### config.mk
export PLATFORM = sky130hd
export DESIGN_NAME = romhdr_version_reader
export DESIGN_NICKNAME = d
export VERILOG_FILES = /design/src/rtl/romhdr_pkg.sv /design/src/rtl/romhdr_step_decode.sv /design/src/rtl/romhdr_byte_judge.sv /design/src/rtl/romhdr_read_agent.sv /design/src/rtl/romhdr_version_reader.sv
export SDC_FILE = /design/constraint.sdc
export NUM_CORES = 1
export LEC_CHECK = 0
export CAP_MARGIN = 20
export CORE_ASPECT_RATIO = 1.2
export CORE_UTILIZATION = 50
export CTS_CLUSTER_SIZE = 12
export DETAILED_ROUTE_END_ITERATION = 8
export GPL_TIMING_DRIVEN = 0
export PLACE_DENSITY = 0.86
export SKIP_CTS_REPAIR_TIMING = 1
export SLEW_MARGIN = 10
export SYNTH_ARGS = -nofsm -noshare
export SYNTH_HDL_FRONTEND = slang
export SYNTH_SLANG_ARGS = --single-unit
### constraint.sdc
create_clock -name clk -period 3.3 [get_ports clk]
set_input_delay 0.66 -clock clk [delete_from_list [all_inputs] [get_ports clk]]
set_output_delay 0.66 -clock clk [all_outputs]
set_load 0.02 [all_outputs]
### src/rtl/romhdr_pkg.sv
package romhdr_pkg;

  localparam int unsigned BYTE_W = 8;
  localparam int unsigned OFS_W  = 9;

  typedef enum logic [1:0] {
    ST_IDLE,
    ST_LAUNCH,
    ST_WAIT
  } ctl_state_e;

  // Scan order; the sequence itself is behaviour (first mismatch stops it).
  typedef enum logic [3:0] {
    STEP_SIG0,
    STEP_SIG1,
    STEP_PTR,
    STEP_TAG0,
    STEP_TAG1,
    STEP_TAG2,
    STEP_TAG3,
    STEP_MINOR,
    STEP_MAJOR
  } step_e;

  typedef struct packed {
    logic [OFS_W-1:0]  offset;
    logic              use_ptr;
    logic              check;
    logic [BYTE_W-1:0] exp_byte;
    logic              grab_ptr;
    logic              grab_minor;
    logic              is_last;
  } step_info_t;

  localparam logic [BYTE_W-1:0] HDR_SIG_A = 8'h55;
  localparam logic [BYTE_W-1:0] HDR_SIG_B = 8'hAA;
  localparam logic [OFS_W-1:0]  PTR_LOC   = 9'h018;
  localparam logic [OFS_W-1:0]  MINOR_OFS = 9'h012;
  localparam logic [OFS_W-1:0]  MAJOR_OFS = 9'h013;
  localparam logic [BYTE_W-1:0] TAG_CH0   = 8'h50;
  localparam logic [BYTE_W-1:0] TAG_CH1   = 8'h43;
  localparam logic [BYTE_W-1:0] TAG_CH2   = 8'h49;
  localparam logic [BYTE_W-1:0] TAG_CH3   = 8'h52;

endpackage

### src/rtl/romhdr_step_decode.sv
module romhdr_step_decode
  import romhdr_pkg::*;
#(
  parameter int unsigned ADDR_W = 16
) (
  input  step_e                    step,
  input  logic [BYTE_W-1:0]        ptr,
  output step_info_t               info,
  output logic [ADDR_W-1:0]        addr
);

  always_comb begin
    info = '0;
    case (step)
      STEP_SIG0: begin
        info.check    = 1'b1;
        info.exp_byte = HDR_SIG_A;
      end
      STEP_SIG1: begin
        info.offset   = 9'd1;
        info.check    = 1'b1;
        info.exp_byte = HDR_SIG_B;
      end
      STEP_PTR: begin
        info.offset   = PTR_LOC;
        info.grab_ptr = 1'b1;
      end
      STEP_TAG0: begin
        info.use_ptr  = 1'b1;
        info.check    = 1'b1;
        info.exp_byte = TAG_CH0;
      end
      STEP_TAG1: begin
        info.use_ptr  = 1'b1;
        info.offset   = 9'd1;
        info.check    = 1'b1;
        info.exp_byte = TAG_CH1;
      end
      STEP_TAG2: begin
        info.use_ptr  = 1'b1;
        info.offset   = 9'd2;
        info.check    = 1'b1;
        info.exp_byte = TAG_CH2;
      end
      STEP_TAG3: begin
        info.use_ptr  = 1'b1;
        info.offset   = 9'd3;
        info.check    = 1'b1;
        info.exp_byte = TAG_CH3;
      end
      STEP_MINOR: begin
        info.use_ptr    = 1'b1;
        info.offset     = MINOR_OFS;
        info.grab_minor = 1'b1;
      end
      STEP_MAJOR: begin
        info.use_ptr = 1'b1;
        info.offset  = MAJOR_OFS;
        info.is_last = 1'b1;
      end
      default: info = '0;
    endcase
  end

  // Pointer plus offset in full address width: no wrap past 0xFF.
  logic [ADDR_W-1:0] base;
  assign base = info.use_ptr ? ADDR_W'(ptr) : '0;
  assign addr = base + ADDR_W'(info.offset);

endmodule

### src/rtl/romhdr_byte_judge.sv
module romhdr_byte_judge
  import romhdr_pkg::*;
(
  input  step_info_t        info,
  input  logic [BYTE_W-1:0] data,
  output logic              mismatch
);

  assign mismatch = info.check && (data != info.exp_byte);

endmodule

### src/rtl/romhdr_read_agent.sv
module romhdr_read_agent
  import romhdr_pkg::*;
#(
  parameter int unsigned ADDR_W = 16,
  parameter int unsigned RD_LAT = 3
) (
  input  logic              clk,
  input  logic              rst,
  input  logic              go,
  input  logic [ADDR_W-1:0] go_addr,
  output logic              rom_req,
  output logic [ADDR_W-1:0] rom_addr,
  input  logic [BYTE_W-1:0] rom_rdata,
  output logic              rd_done,
  output logic [BYTE_W-1:0] rd_data
);

  localparam int unsigned LAT_W = $clog2(RD_LAT + 1);

  logic             waiting;
  logic [LAT_W-1:0] cnt;

  always_ff @(posedge clk) begin
    if (rst) begin
      rom_req  <= 1'b0;
      rom_addr <= '0;
      waiting  <= 1'b0;
      cnt      <= '0;
      rd_done  <= 1'b0;
      rd_data  <= '0;
    end else begin
      rom_req <= 1'b0;
      rd_done <= 1'b0;
      if (go && !waiting) begin
        rom_req  <= 1'b1;
        rom_addr <= go_addr;
        waiting  <= 1'b1;
        cnt      <= LAT_W'(RD_LAT);
      end else if (waiting) begin
        if (cnt == '0) begin
          rd_data <= rom_rdata;
          rd_done <= 1'b1;
          waiting <= 1'b0;
        end else begin
          cnt <= cnt - 1'b1;
        end
      end
    end
  end

  // a request lasts one cycle only.
  p_req_single_r2: assert property (@(posedge clk) disable iff (rst)
    rom_req |=> !rom_req);

  // the controller never launches while a byte is still in flight.
  p_go_idle_r2: assert property (@(posedge clk) disable iff (rst)
    go |-> !waiting);

  // returned data only follows an outstanding read.
  p_done_follows_wait_r2: assert property (@(posedge clk) disable iff (rst)
    rd_done |-> !waiting && !rom_req);

endmodule

### src/rtl/romhdr_version_reader.sv
module romhdr_version_reader
  import romhdr_pkg::*;
#(
  parameter int unsigned ADDR_W = 16,
  parameter int unsigned RD_LAT = 3
) (
  input  logic              clk,
  input  logic              rst,
  input  logic              start,
  output logic              busy,
  output logic              done,
  output logic              err,
  output logic [7:0]        ver_major,
  output logic [7:0]        ver_minor,
  output logic              rom_req,
  output logic [ADDR_W-1:0] rom_addr,
  input  logic [7:0]        rom_rdata
);

  ctl_state_e        state;
  step_e             step;
  logic [BYTE_W-1:0] ptr_q;
  logic [BYTE_W-1:0] minor_q;
  step_info_t        info;
  logic [ADDR_W-1:0] step_addr;
  logic              go;
  logic              rd_done;
  logic [BYTE_W-1:0] rd_data;
  logic              mismatch;

  assign busy = (state != ST_IDLE);
  assign go   = (state == ST_LAUNCH);

  romhdr_step_decode #(.ADDR_W(ADDR_W)) u_decode (
    .step (step),
    .ptr  (ptr_q),
    .info (info),
    .addr (step_addr)
  );

  romhdr_read_agent #(.ADDR_W(ADDR_W), .RD_LAT(RD_LAT)) u_agent (
    .clk       (clk),
    .rst       (rst),
    .go        (go),
    .go_addr   (step_addr),
    .rom_req   (rom_req),
    .rom_addr  (rom_addr),
    .rom_rdata (rom_rdata),
    .rd_done   (rd_done),
    .rd_data   (rd_data)
  );

  romhdr_byte_judge u_judge (
    .info     (info),
    .data     (rd_data),
    .mismatch (mismatch)
  );

  always_ff @(posedge clk) begin
    if (rst) begin
      state     <= ST_IDLE;
      step      <= STEP_SIG0;
      ptr_q     <= '0;
      minor_q   <= '0;
      done      <= 1'b0;
      err       <= 1'b0;
      ver_major <= '0;
      ver_minor <= '0;
    end else begin
      done <= 1'b0;
      case (state)
        ST_IDLE: begin
          if (start) begin
            step      <= STEP_SIG0;
            err       <= 1'b0;
            ver_major <= '0;
            ver_minor <= '0;
            state     <= ST_LAUNCH;
          end
        end
        ST_LAUNCH: state <= ST_WAIT;
        ST_WAIT: begin
          if (rd_done) begin
            if (mismatch) begin
              done      <= 1'b1;
              err       <= 1'b1;
              ver_major <= '0;
              ver_minor <= '0;
              state     <= ST_IDLE;
            end else begin
              if (info.grab_ptr)   ptr_q   <= rd_data;
              if (info.grab_minor) minor_q <= rd_data;
              if (info.is_last) begin
                done      <= 1'b1;
                ver_minor <= minor_q;
                ver_major <= rd_data;
                state     <= ST_IDLE;
              end else begin
                step  <= step_e'(step + 4'd1);
                state <= ST_LAUNCH;
              end
            end
          end
        end
        default: state <= ST_IDLE;
      endcase
    end
  end

  // done never lasts two cycles.
  p_done_pulse_r7: assert property (@(posedge clk) disable iff (rst)
    done |=> !done);

  // a failed scan reports zero versions.
  p_err_zero_ver_r7: assert property (@(posedge clk) disable iff (rst)
    (done && err) |-> (ver_major == '0 && ver_minor == '0));

  // no read leaves the block once a scan has ended.
  p_req_only_busy_r8: assert property (@(posedge clk) disable iff (rst)
    rom_req |-> busy);

  // results hold while idle and no start arrives.
  p_hold_idle_r9: assert property (@(posedge clk) disable iff (rst)
    (!busy && !start) |=> $stable({err, ver_major, ver_minor}));

  // the scan position does not move while a byte is awaited.
  p_step_hold_r2: assert property (@(posedge clk) disable iff (rst)
    (state == ST_WAIT && !rd_done) |=> $stable(step));

endmodule

==> impl_metrics.env <==
export IMPL_synth_top_area_share_pct=39.1
export IMPL_seq_area_um2=1250
export IMPL_leakagePower_nw=1.38
export IMPL_cts_root_buf="clkbuf_8"
export IMPL_ys_seq_elements=62
export IMPL_setup_slack_ns=0.168
export IMPL_initial_core_util_pct=52.1
export IMPL_fin_nets=454
export IMPL_peakVddDrop_v=0.000308
export IMPL_yosysUniqueCellTypes=57
export IMPL_tightest_slew_ns=0.724
export IMPL_coreArea_um2=6090
export IMPL_clk_pin_slew_worst_paths_ns=0.07
export IMPL_p_int_mw=1.19
export IMPL_cpMaxStageDelayCell="o32a_2"
export IMPL_drc=0
export IMPL_ys_warn_count=0
export IMPL_yosysMostFrequentCell="dfxtp_1"
export IMPL_clockBufferDepth=2
export IMPL_skew_ns=0.00761
export IMPL_grt_pass1_wl_um=13200
export IMPL_synth_yosys_seq_area_share_pct=39.1
export IMPL_cp_data_arrival_time_ns=3.37
export IMPL_path_common_cell="inv_1"
export IMPL_synth_top_cells_by_count="dfxtp_1 (62), nand2_1 (46), nor2_1 (27), nand2b_1 (26), a21oi_1 (19)"
export IMPL_htreeDepth=3
export IMPL_worstPathMaxFanout=11
export IMPL_rows=31
export IMPL_fill_cells=501
export IMPL_die_h_um=89.3
export IMPL_dieArea_um2=6680
export IMPL_critPathLaunchType="register"
export IMPL_port_buffers=39
export IMPL_finalMaxSlewViolations=0
export IMPL_cap_violations=0
export IMPL_clkPwrFrac_pct=40.8
export IMPL_multi_input_comb_area_um2=1800
export IMPL_fin_crit_sh_pct=94.9
export IMPL_grt_overflow=0
export IMPL_insertion_delay_ns=0.33
export IMPL_grt_pass1_vias=2905
export IMPL_p_sw_mw=0.387
export IMPL_gp_congestion=0.882
export IMPL_whs_ns=0.452
export IMPL_critPathMaxStageDelay_ns=0.42
export IMPL_grt_usage_pct=26.2
export IMPL_critPathCaptureType="register"
export IMPL_die_w_um=74.8
export IMPL_swShare_pct=24.5
export IMPL_io_pins=47
export IMPL_antenna_found_initial=0
export IMPL_yosys_top_cells_area="dfxtp_1 (39%), nand2_1 (5.4%), mux2i_1 (5.4%)"
export IMPL_dp_worst_setup_slack_ns=-0.0759
export IMPL_vias_per_cell=5.62
export IMPL_synth_edff_count=0
export IMPL_synth_area_um2=3180
export IMPL_drt_pass1_iterations=5
export IMPL_ant_nets=0
export IMPL_first_iter_violations=228
export IMPL_area_growth_pct=23.5
export IMPL_drt_total_wl_um=7850
export IMPL_vias=2917
export IMPL_timing_fmax_mhz=319
export IMPL_syn_inst=379
export IMPL_hold_path_class="reg2reg"
export IMPL_async_reset_ff_share_pct=0
export IMPL_maxSlewHeadroom_pct=51.3
export IMPL_status="completed"
export IMPL_clock_sinks=62
export IMPL_power_density_nw_per_um2=402
export IMPL_grt_max_degree=11
export IMPL_cp_required_ns=3.54
export IMPL_rsz0062_at_grt="yes"
export IMPL_drive_above_1_share_pct=10.1
export IMPL_numCtsBuffers=9
export IMPL_antenna_cells=0
export IMPL_synthFlopType="dfxtp_1"
export IMPL_setup_viol=0
export IMPL_p_seq_share_pct=49.4
export IMPL_path_class="reg2reg"
export IMPL_cts_tree="yes"
export IMPL_avgSynthCellArea_um2=8.38
export IMPL_post_drt_wl_per_cell_um=15.1
export IMPL_fin_util_pct=64.4
export IMPL_synth_top_area_cell="dfxtp_1"
export IMPL_hold_violations=0
export IMPL_tns_ns=0
export IMPL_path_cells="inv_1 -> ha_4 -> o32a_2 -> o22a_4 -> and2_1 -> ha_1 -> inv_1 -> fa_1 -> and3b_1 -> o221ai_1 -> a21oi_1 -> o21ba_2 -> and3_1 -> nor4_1"
export IMPL_hpwl_um=5900
export IMPL_combPwrFrac_pct=9.8
export IMPL_period_minus_slack_ns=3.13
## cells in the final DEF (no fill, tap or decap), types with 4 or more instances in the layout
cell type / Yosys / routed
a211oi_1: 6 / 6
a21oi_1: 19 / 19
a22oi_1: 16 / 16
buf_4: 8 / 8
clkbuf_1: 15 / 15
clkbuf_8: 0 / 10
clkdlybuf4s50_1: 0 / 39
conb_1: 1 / 7
dfxtp_1: 62 / 60
ha_1: 9 / 6
inv_1: 16 / 16
mux2i_1: 17 / 17
nand2_1: 46 / 46
nand2b_1: 26 / 26
nand3_1: 18 / 18
nor2_1: 27 / 27
nor3_1: 5 / 5
o2111ai_1: 4 / 4
o21ai_0: 4 / 4
o21ai_1: 17 / 17
## state kept, by name (all words and copies together) (netlist names)
register          flops
step                  4
ptr_q                 8
u_agent.cnt           2
u_agent.rd_done       1
minor_q               8
state                 2
u_agent.waiting       1
u_agent.rom_addr      9
err                   1
u_agent.rom_req       1
ver_major             8
done                  1
ver_minor             8
u_agent.rd_data       8
## routing by layer
layer | global-route usage (%) | vias to the layer above | share of wire (%)
met2 | 46.0 | 81 | 52
met1 | 30.0 | 1380 | 41
li1 | - | 1440 | -
met5 | 0 | - | 0
met3 | 4.74 | 16 | 4.5
met4 | 13.4 | 0 | 2.4
## path summary, 6_finish.rpt
| kind | slack (ns) | cells after the start | from | end |
|---|---|---|---|---|
| setup / recovery | 0.17 | 14 | step[0]$_SDFFE_PP0P_ | u_agent.rom_addr[6]$_SDFFE_PP0P_ |
| hold / removal | 0.45 | 2 | u_agent.rom_addr[4]$_SDFFE_PP0P_ | u_agent.rom_addr[4]$_SDFFE_PP0P_ |
| setup reg to reg | 0.17 | 14 | step[0]$_SDFFE_PP0P_ | u_agent.rom_addr[6]$_SDFFE_PP0P_ |
| hold reg to reg | 0.45 | 2 | u_agent.rom_addr[4]$_SDFFE_PP0P_ | u_agent.rom_addr[4]$_SDFFE_PP0P_ |
## worst max-delay path, delay by kind of cell, from the launching register on
family	cells	cell delay, ns
AND/OR/NAND/NOR	4	0.74
adder cells (fa/ha/maj)	3	0.62
buffers and inverters	2	0.19
AO/OA/AOI/OAI	5	1.13
flip-flops	1	0.37
## through the flow
| stage | instance area, um2 | cells | total power, mW |
|---|---|---|---|
| after floorplan | 3200 | 385 | 0.893 |
| after global placement | 3690 | 506 | 0.944 |
| after detailed placement | 3690 | 506 | 0.948 |
| after CTS | 3880 | 521 | 1.58 |
| after global routing | 3920 | 519 | 1.64 |
| final | 3920 | 519 | 1.58 |
## power by group through the flow
stage / Clock (mW) / Combinational, mW / Sequential [mW]
CTS: 0.647 / 0.152 / 0.780
global route: 0.687 / 0.171 / 0.781
finish: 0.643 / 0.154 / 0.780
detailed placement: 0 / 0.151 / 0.797
global placement: 0 / 0.148 / 0.796
floorplan: 0 / 0.0928 / 0.800
## cells by family after synthesis
| kind of cell | after synthesis | share of synthesized area [%] |
|---|---|---|
| simple gates | 146 | 22.9 |
| other cells | 1 | 0.118 |
| compound gates | 93 | 20.5 |
| flops | 62 | 39.1 |
| buf+inv | 45 | 6.38 |
| xor+xnor | 4 | 1.10 |
| fa+ha+maj | 10 | 4.18 |
| mux | 18 | 5.71 |
## cell type report
cell class / instances / area share [%]
repair buffers: 39 / 9.95
clock buffers: 11 / 3.60
well taps: 82 / 2.62
clock inverters: 4 / 1.21
flip-flops and latches: 62 / 31.8
plain buffers: 26 / 3.32
multi-input cells: 278 / 45.9
inverters: 17 / 1.63
No activity file was read; power rests on OpenSTA's default activity.
